<file path="src/rtl/dsp_mul17_pkg.sv">
package dsp_mul17_pkg;
    localparam int unsigned NUM_OPS = 2;

    typedef struct packed {
        logic        vld;
        logic [39:0] res;
    } mul_state_t;
endpackage

</file>
<file path="src/rtl/dsp_mul17_ext.sv">
module dsp_mul17_ext #(
    parameter int unsigned DATA_W = 16,
    localparam int unsigned BYTE_W = DATA_W / 2,
    localparam int unsigned EXT_W  = DATA_W + 1
) (
    input  logic [DATA_W-1:0] raw,
    input  logic              is_signed,
    input  logic              use_byte,
    output logic [EXT_W-1:0]  widened
);
    logic [BYTE_W-1:0] low_part;
    logic              word_fill;
    logic              byte_fill;

    always_comb begin
        low_part  = raw[BYTE_W-1:0];
        word_fill = is_signed & raw[DATA_W-1];
        byte_fill = is_signed & low_part[BYTE_W-1];
        if (use_byte) begin
            widened = {{(EXT_W-BYTE_W){byte_fill}}, low_part};
        end else begin
            widened = {word_fill, raw};
        end
    end
endmodule

</file>
<file path="src/rtl/dsp_mul17_core.sv">
module dsp_mul17_core #(
    parameter int unsigned EXT_W = 17,
    parameter int unsigned ACC_W = 40,
    localparam int unsigned FULL_W  = 2 * EXT_W,
    localparam int unsigned PROD_W  = FULL_W - 1,
    localparam int unsigned SCALE_W = PROD_W + 1
) (
    input  logic [EXT_W-1:0] mul_a,
    input  logic [EXT_W-1:0] mul_b,
    input  logic             scale_frac,
    output logic [ACC_W-1:0] acc_out
);
    logic signed [FULL_W-1:0] full_prod;
    logic [PROD_W-1:0]        prod_trim;
    logic [SCALE_W-1:0]       scaled;

    always_comb begin
        full_prod = $signed(mul_a) * $signed(mul_b);
        prod_trim = full_prod[PROD_W-1:0];
        if (scale_frac) begin
            scaled = {prod_trim, 1'b0};
        end else begin
            scaled = {prod_trim[PROD_W-1], prod_trim};
        end
        acc_out = {{(ACC_W-SCALE_W){scaled[SCALE_W-1]}}, scaled};
    end
endmodule

</file>
<file path="src/rtl/dsp_mul17.sv">
module dsp_mul17
    import dsp_mul17_pkg::*;
#(
    parameter int unsigned DATA_W = 16,
    parameter int unsigned ACC_W  = 40,
    localparam int unsigned EXT_W = DATA_W + 1
) (
    input  logic              clk,
    input  logic              rst_n,
    input  logic              in_valid,
    input  logic [DATA_W-1:0] op_a,
    input  logic [DATA_W-1:0] op_b,
    input  logic              a_signed,
    input  logic              b_signed,
    input  logic              frac_mode,
    input  logic              byte_mode,
    output logic              out_valid,
    output logic [ACC_W-1:0]  product
);
    logic [DATA_W-1:0] op_raw  [NUM_OPS];
    logic              op_sgn  [NUM_OPS];
    logic [EXT_W-1:0]  op_wide [NUM_OPS];
    logic              byte_sel;
    logic [ACC_W-1:0]  core_out;
    mul_state_t        state_d, state_q;

    assign op_raw[0] = op_a;
    assign op_raw[1] = op_b;
    assign op_sgn[0] = a_signed;
    assign op_sgn[1] = b_signed;
    assign byte_sel  = byte_mode & ~frac_mode;

    for (genvar gi = 0; gi < NUM_OPS; gi++) begin : g_ext
        dsp_mul17_ext #(.DATA_W(DATA_W)) u_ext (
            .raw       (op_raw[gi]),
            .is_signed (op_sgn[gi]),
            .use_byte  (byte_sel),
            .widened   (op_wide[gi])
        );
    end

    dsp_mul17_core #(.EXT_W(EXT_W), .ACC_W(ACC_W)) u_core (
        .mul_a      (op_wide[0]),
        .mul_b      (op_wide[1]),
        .scale_frac (frac_mode),
        .acc_out    (core_out)
    );

    always_comb begin
        state_d     = state_q;
        state_d.vld = in_valid;
        if (in_valid) begin
            state_d.res = core_out;
        end
    end

    always_ff @(posedge clk) begin
        if (!rst_n) begin
            state_q <= '0;
        end else begin
            state_q <= state_d;
        end
    end

    assign out_valid = state_q.vld;
    assign product   = state_q.res;
endmodule

</file>
<file path="config.mk">
export PLATFORM = sky130hd
export DESIGN_NAME = dsp_mul17
export DESIGN_NICKNAME = d
export VERILOG_FILES = /design/src/rtl/dsp_mul17_pkg.sv /design/src/rtl/dsp_mul17_ext.sv /design/src/rtl/dsp_mul17_core.sv /design/src/rtl/dsp_mul17.sv
export SDC_FILE = /design/constraint.sdc
export NUM_CORES = 1
export LEC_CHECK = 0
export BUFFER_PORTS_ARGS = -buffer_cell sky130_fd_sc_hd__buf_2
export CORE_MARGIN = 10
export CORE_UTILIZATION = 50
export DETAILED_ROUTE_END_ITERATION = 6
export PLACE_DENSITY = 0.7
export SLEW_MARGIN = 20
export SYNTH_ARGS = -nofsm -noshare
export SYNTH_HDL_FRONTEND = slang
export SYNTH_HIERARCHICAL = 1
export SYNTH_SLANG_ARGS = --single-unit
</file>
<file path="constraint.sdc">
create_clock -name clk -period 8.6 [get_ports clk]
set_input_delay 2.15 -clock clk [delete_from_list [all_inputs] [get_ports clk]]
set_output_delay 2.15 -clock clk [all_outputs]
set_load 0.05 [all_outputs]
</file>
==> results of run 1 <==
worst max-delay path by stage:
stage          cells after the start                        to  slack [ns]  startpoint
2_1_floorplan                     28  product[31]$_SDFFE_PN0P_       0.003   byte_mode
3_3_place_gp                      29  product[31]$_SDFFE_PN0P_       -0.11   byte_mode
3_5_place_dp                      29  product[32]$_SDFFE_PN0P_       -0.27   byte_mode
4_1_cts                           29  product[32]$_SDFFE_PN0P_        0.02   byte_mode
5_1_grt                           29  product[31]$_SDFFE_PN0P_       -0.18   frac_mode
6_report                          28  product[32]$_SDFFE_PN0P_        0.04   frac_mode
final cells by class:
cell class | instances | area (um^2) | share of cell area
Timing Repair Buffer | 215 | 1550 | 0.102
Clock buffer | 7 | 143 | 0.00944
Tap cell | 335 | 419 | 0.0277
Clock inverter | 1 | 30.0 | 0.00199
Multi-Input combinational cell | 997 | 11000 | 0.726
Inverter | 315 | 1180 | 0.0784
Sequential cell | 41 | 821 | 0.0543
metrics by stage:
step | setup WS [ns] | utilization | instances | setup TNS (ns)
detailed placement | -0.272 | 0.556 | 1884 | -2.35
global route | -0.178 | 0.582 | 1911 | -0.593
floorplan | 0.00311 | - | 1432 | 0
finish | 0.0442 | 0.582 | 1911 | 0
CTS | 0.0167 | 0.563 | 1892 | 0
global placement | -0.112 | 0.556 | 1884 | -0.491
what timing repair did:
item / CTS / global route
resized for setup: 0 / 77
buffers inserted: 0 / 17
setup endpoints to repair: 0 / 16
cell usage after synthesis, types with 3 or more instances:
library cell,n
sky130_fd_sc_hd__ha_1,83
sky130_fd_sc_hd__nand3_1,5
sky130_fd_sc_hd__fa_1,290
sky130_fd_sc_hd__nor2_1,34
sky130_fd_sc_hd__nand2b_1,6
sky130_fd_sc_hd__nor2b_1,44
sky130_fd_sc_hd__a21o_1,4
sky130_fd_sc_hd__buf_12,4
sky130_fd_sc_hd__dfxtp_1,41
sky130_fd_sc_hd__and2_1,142
sky130_fd_sc_hd__inv_1,315
sky130_fd_sc_hd__o41ai_2,3
sky130_fd_sc_hd__mux2_2,16
sky130_fd_sc_hd__a31oi_1,3
sky130_fd_sc_hd__buf_4,22
sky130_fd_sc_hd__xor2_1,9
sky130_fd_sc_hd__mux2i_1,43
sky130_fd_sc_hd__o21ai_1,7
sky130_fd_sc_hd__o21a_1,4
sky130_fd_sc_hd__clkbuf_1,49
sky130_fd_sc_hd__buf_6,4
sky130_fd_sc_hd__o21ai_0,32
sky130_fd_sc_hd__nor3_1,4
sky130_fd_sc_hd__a21oi_1,22
sky130_fd_sc_hd__o211ai_1,3
sky130_fd_sc_hd__xnor2_1,28
sky130_fd_sc_hd__nand2_1,173
critical path, stage by stage:
cell	delay, ns
sky130_fd_sc_hd__buf_6	0.10
sky130_fd_sc_hd__nor2b_4	0.16
sky130_fd_sc_hd__buf_12	0.15
sky130_fd_sc_hd__nand3_4	0.17
sky130_fd_sc_hd__buf_6	0.18
sky130_fd_sc_hd__o21ai_2	0.06
sky130_fd_sc_hd__buf_6	0.15
sky130_fd_sc_hd__buf_6	0.12
sky130_fd_sc_hd__and2_4	0.14
sky130_fd_sc_hd__fa_1	0.44
sky130_fd_sc_hd__fa_1	0.52
sky130_fd_sc_hd__fa_1	0.53
sky130_fd_sc_hd__fa_2	0.46
sky130_fd_sc_hd__fa_1	0.57
sky130_fd_sc_hd__inv_2	0.04
sky130_fd_sc_hd__fa_1	0.52
sky130_fd_sc_hd__inv_2	0.05
sky130_fd_sc_hd__ha_4	0.21
sky130_fd_sc_hd__and4_4	0.14
sky130_fd_sc_hd__and4_4	0.19
sky130_fd_sc_hd__and3_4	0.14
sky130_fd_sc_hd__a221o_1	0.37
sky130_fd_sc_hd__o41ai_2	0.40
sky130_fd_sc_hd__o21ai_1	0.11
sky130_fd_sc_hd__xor2_1	0.18
sky130_fd_sc_hd__mux2_2	0.26
sky130_fd_sc_hd__mux2i_1	0.14
sky130_fd_sc_hd__nor2b_1	0.06
per-layer routing:
| layer | global-route usage | wire [um] |
|---|---|---|
| met1 | 0.232 | 12800 |
| met2 | 0.324 | 16200 |
| met3 | 0.0166 | 1260 |
| met4 | 0.0443 | 636 |
| met5 | 0 | 0 |
cell families after synthesis:
family                   share of synthesized area
AO/OA/AOI/OAI                               0.0545
XOR/XNOR                                    0.0246
adder cells (fa/ha/maj)                      0.520
buffers and inverters                        0.126
flip-flops                                  0.0624
multiplexers                                0.0464
AND/OR/NAND/NOR                              0.166
registers in the layout, indices dropped and copies added (netlist names):
name / count
product: 40
out_valid: 1
==> run_results.csv, run 1 <==
group,metric,value,unit
yosys,synth.lib_cells_used.distinct,58,
worst_setup_path,crit_path_max_fanout,7,
finish,most-common-layout-cells,"311 x sky130_fd_sc_hd__inv_1, 279 x sky130_fd_sc_hd__fa_1, 169 x sky130_fd_sc_hd__nand2_1",
finish,num-fill-cells,2249,
placed_design,place_area,0.0144,mm^2
route,route.detailed.wl_per_inst,16.1,um
yosys,ys_seq_area_frac,0.0624,
yosys,synth_ff_type,"sky130_fd_sc_hd__dfxtp_1",
worst_setup_path,critPathKind,"input pin to register",
worst_hold_path,number_of_cells_on_the_worst_hold_path,2,
global_route,first_global_vias,10287,
route,avgViaCountPerCell,5.08,
floorplanning,dieWidth,182,um
global_route,grt_pass1_wl,50.4,mm
global_route,grt_overflow,0,
clock_tree,clock-sinks,41,
finish,area_growth,14.8,%
yosys,async_reset_ff_frac,0,
clock_tree,cts_tree,"done",
sta,report.final.setup_viol,0,
yosys,ys_seq_elements,41,
sta,rsz0062_at_grt,"yes",
clock_tree,ctsHoldBuffers,0,
yosys,synthesis.instances,1432,
sta,fin_crit,8.56,ns
route,dr.pass1.iters,6,
sta,fmax,0.117,GHz
yosys,synth_area_leaders,"sky130_fd_sc_hd__fa_1 44%, sky130_fd_sc_hd__inv_1 9.0%, sky130_fd_sc_hd__ha_1 7.9%, sky130_fd_sc_hd__and2_1 6.7%, sky130_fd_sc_hd__dfxtp_1 6.2%",
worst_setup_path,reg2reg_slack,7.94,ns
worst_setup_path,worst_setup_path_start_kind,"input pin",
placed_design,io_buffers,79,
floorplanning,die_outline_area,0.0332,mm^2
floorplanning,start_util,0.507,
yosys,synthesis.nets,1844,
clock_tree,library_cell_used_as_clock_root_buffer,"sky130_fd_sc_hd__clkbuf_16",
yosys,synthesis.yosys.warnings,6,
clock_tree,clock_tree.htree_level_count,2,
flow_run,drv.max_cap_violation_count,0,
global_route,antenna_violations_before_repair,0,
sta,fin_worst_skew,0,ns
sta,worst_slew_pin_slew,0.673,ns
worst_hold_path,hold_path_class,"register to register",
worst_setup_path,crit-reg2reg-capture,"product[12]$_SDFFE_PN0P_",
finish,antenna-diode-count,0,
worst_hold_path,timing.hold.worst.start,"product[38]$_SDFFE_PN0P_",
worst_setup_path,regToRegStartpoint,"product[12]$_SDFFE_PN0P_",
placed_design,gp_weighted_congestion,0.882,
yosys,syn_avg_cell_area,9.19,um^2
clock_tree,worst_skew_pair.late_latency,0.29,ns
worst_setup_path,crit_path_dat,8.73,ns
worst_hold_path,hold-path-endpoint,"product[38]$_SDFFE_PN0P_",
sta,max_slew_margin,0.551,
global_route,grt_max_degree,42,
placed_design,dp_hpwl,26.2,mm
clock_tree,cts-buffers-inserted,5,
global_route,grt_use_total,0.182,
finish,layout_commonest_cell,"sky130_fd_sc_hd__inv_1",
sta,fin_crit_sh,0.995,
yosys,syn_area,0.0132,mm^2
sta,fin_hold_ws,0.516,ns
sta,timing.final.hold_violations,0,
floorplanning,row_count,59,
route,remaining_antenna_violation_count,0,
worst_setup_path,nature_of_the_critical_path_endpoint,"register",
finish,drive_gt1_frac,0.195,
floorplanning,die_height,182,um
worst_setup_path,worstRegToRegCells,2,
clock_tree,path_clk_slew,0.06,ns
yosys,yosys.area.top_type_share,0.441,
yosys,synth_enable_flop_cells,0,
route,route.detailed.drc,0,
route,post_route_wl,30.9,mm
floorplanning,floorplan.io_pins,80,
finish,layout.nets,1987,
route,num_vias,9701,
route,drtIter0Drc,468,
outcome,outcome,"completed",
sta,maxSlewViolCount,0,
finish,post-route-cell-area,0.0151,mm^2
floorplanning,placeableCoreArea,0.0260,mm^2
worst_setup_path,critical_path_required,8.77,ns
yosys,post-synth-top-area-cell,"sky130_fd_sc_hd__fa_1",
clock_tree,cts_max_path_buffers,2,
Power of run 1 is not shown: default switching activity piles up to over one toggle a cycle in this logic, so the estimate is an artifact.
==> run 2, diff against run 1 <==
--- a/config.mk
+++ b/config.mk
@@ -5,6 +5,7 @@
 export SDC_FILE = /design/constraint.sdc
 export NUM_CORES = 1
 export LEC_CHECK = 0
+export ABC_AREA = 1
 export BUFFER_PORTS_ARGS = -buffer_cell sky130_fd_sc_hd__buf_2
 export CORE_MARGIN = 10
 export CORE_UTILIZATION = 50
==> run 2 against run 1 <==
  * Critical path depth grew 3
  * Core utilization shrank 4.7 points
  * Area after synthesis grew 7.5%
  * Cell area shrank 1.4%
  * Register-to-register slack gained 0.06 ns
  * Global-route usage grew 1.6 points
  * Sequential cell count is the same
  * Non-clock buffer count shrank 95
  * Count of clock-buffer cells in the layout is the same
==> run_results.csv, run 2 <==
group,metric,value,unit
outcome,outcome,"completed",
finish,layout.nets,2407,
yosys,synthesis.yosys.warnings,6,
yosys,synth_ff_type,"sky130_fd_sc_hd__dfxtp_1",
worst_setup_path,cpPeakStageDelay,0.53,ns
sta,report.final.setup_viol,0,
clock_tree,clock-sinks,41,
worst_setup_path,critPathKind,"input pin to register",
finish,sequential_standard_cell_area,821,um^2
clock_tree,library_cell_used_as_clock_root_buffer,"sky130_fd_sc_hd__clkbuf_16",
yosys,async_reset_ff_frac,0,
worst_setup_path,nature_of_the_critical_path_endpoint,"register",
clock_tree,post-cts-setup-buffers,0,
route,avgViaCountPerCell,4.87,
clock_tree,cts_max_path_buffers,2,
global_route,antenna_violations_before_repair,0,
yosys,yosys.area.top_type_share,0.410,
yosys,syn_area,0.0141,mm^2
clock_tree,path_clk_slew,0.06,ns
yosys,post-synth-top-area-cell,"sky130_fd_sc_hd__fa_1",
global_route,grt_pass1_wl,58.8,mm
placed_design,io_buffers,79,
yosys,ys_seq_elements,41,
global_route,grt_overflow,0,
worst_hold_path,hold_path_class,"register to register",
route,route.detailed.drc,0,
sta,setup-tns-final,0,ns
placed_design,dp_hpwl,28.7,mm
global_route,first_global_vias,12517,
yosys,syn_avg_cell_area,7.15,um^2
yosys,synth.lib_cells_used.distinct,38,
yosys,synthesis.nets,2390,
floorplanning,die_height,188,um
yosys,synth_area_leaders,"sky130_fd_sc_hd__fa_1 41%, sky130_fd_sc_hd__nand2_1 15%, sky130_fd_sc_hd__inv_1 14%, sky130_fd_sc_hd__ha_1 7.3%, sky130_fd_sc_hd__dfxtp_1 5.8%",
route,drtIter0Drc,697,
sta,maxSlewViolCount,0,
placed_design,gp_weighted_congestion,0.988,
worst_setup_path,crit_path_dat,8.30,ns
sta,fin_crit,8.07,ns
global_route,grt_use_total,0.198,
floorplanning,dieWidth,188,um
floorplanning,start_util,0.508,
sta,fmax,0.124,GHz
worst_setup_path,worst_setup_path_start_kind,"input pin",
yosys,yosys.cell_count.top_type,"sky130_fd_sc_hd__nand2_1",
sta,worst_slew_pin_slew,0.885,ns
finish,layout_commonest_cell,"sky130_fd_sc_hd__nand2_1",
route,post_route_wl,33.3,mm
worst_setup_path,timing.critical_path.slowest_stage_cell,"sky130_fd_sc_hd__fa_1",
yosys,ys_seq_area_frac,0.0580,
worst_setup_path,regToRegStartpoint,"product[27]$_SDFFE_PN0P_",
floorplanning,row_count,61,
clock_tree,ctsHoldBuffers,0,
finish,drive_gt1_frac,0.0847,
worst_setup_path,startpoint,"frac_mode",
finish,most-common-layout-cells,"580 x sky130_fd_sc_hd__nand2_1, 543 x sky130_fd_sc_hd__inv_1, 290 x sky130_fd_sc_hd__fa_1",
sta,timing.final.hold_violations,0,
sta,rsz0062_at_grt,"no",
clock_tree,cts_tree,"done",
worst_hold_path,timing.hold.worst.start,"product[12]$_SDFFE_PN0P_",
finish,num-fill-cells,2729,
worst_setup_path,critical_path_required,8.83,ns
worst_setup_path,critical_path_buf_inv_count,9,
yosys,synthesis.instances,1978,
route,num_vias,11559,
finish,area_used_by_multi_input_combinational_logic,0.0107,mm^2
route,remaining_antenna_violation_count,0,
global_route,grt_max_degree,82,
finish,largest_register_ff_count,40,
floorplanning,die_outline_area,0.0354,mm^2
sta,fin_worst_skew,0,ns
sta,max_slew_margin,0.410,
floorplanning,floorplan.io_pins,80,
clock_tree,cts-buffers-inserted,5,
worst_setup_path,crit_path_max_fanout,10,
route,dr.pass1.iters,7,
sta,fin_crit_sh,0.938,
clock_tree,post_cts_resize_count,0,
clock_tree,worst_skew_pair.late_latency,0.28,ns
worst_setup_path,top_family_by_delay_on_critical_path,"adder cells",
finish,area_growth,5.30,%
route,route.detailed.wl_per_inst,14.0,um
worst_setup_path,timing.critical_path.mode_cell,"sky130_fd_sc_hd__nand2_1",
flow_run,drv.max_cap_violation_count,0,
yosys,post_synth_most_frequent_cells,"581 x sky130_fd_sc_hd__nand2_1, 543 x sky130_fd_sc_hd__inv_1, 290 x sky130_fd_sc_hd__fa_1, 136 x sky130_fd_sc_hd__nor2_1, 83 x sky130_fd_sc_hd__ha_1",
floorplanning,placeableCoreArea,0.0279,mm^2
finish,antenna-diode-count,0,
clock_tree,clock_tree.htree_level_count,2,
yosys,synth_enable_flop_cells,0,
-- run 2: cell types whose count changed after synthesis, sizes merged, moves of 16 or more --
cell / previous run / this run
and2: 142 / 2
clkbuf: 49 / 69
inv: 315 / 546
mux2: 16 / 0
mux2i: 43 / 1
nand2: 173 / 595
nand3: 7 / 68
nor2: 34 / 141
nor2b: 44 / 0
o21ai: 41 / 21
xnor2: 28 / 4
-- run 2: final cells by class --
cell class,instances,area share
clock buffer,7,0.00958
inverter,547,0.138
multi-input combinational,1280,0.718
sequential,41,0.0551
tap,378,0.0317
timing repair buffer,120,0.0480
-- run 2: worst reg2reg max path, delay by kind of cell, from the launching register on --
family	cells	cell delay, ns
flip-flops	1	0.31
AND/OR/NAND/NOR	2	0.18
-- run 2: path summary, 6_finish.rpt --
check / to / slack, ns / cells after the start
worst max register to register: product[27]$_SDFFE_PN0P_ / 8.00 / 2
worst max-delay path: product[38]$_SDFFE_PN0P_ / 0.53 / 31
worst min register to register: product[12]$_SDFFE_PN0P_ / 0.47 / 2
worst min-delay path: product[12]$_SDFFE_PN0P_ / 0.47 / 2
-- run 2: cell families after synthesis --
family,count (synthesis),share of synthesized area
multiplexers,1,0.000708
AND/OR/NAND/NOR,838,0.241
adder cells (fa/ha/maj),373,0.484
XOR/XNOR,10,0.00619
AO/OA/AOI/OAI,58,0.0234
buffers and inverters,657,0.186
flip-flops,41,0.0580
-- run 2: layer usage --
layer	share of wire	GRT usage	up-vias
met1	0.41	0.237	5646
met5	0	0	-
met4	0.029	0.0591	0
li1	-	-	5573
met2	0.52	0.366	283
met3	0.045	0.0174	57
-- run 2: stage by stage --
step	util	std cells	area (um^2)	setup slack, ns	hold slack [ns]
floorplan	-	1978	14100	0.223	0.689
global placement	0.530	2366	14800	0.241	0.457
detailed placement	0.530	2366	14800	0.0864	0.459
CTS	0.535	2373	14900	0.366	0.467
global route	0.535	2373	14900	0.0222	0.487
finish	0.535	2373	14900	0.531	0.465
Power of run 2 is left out for the same reason.
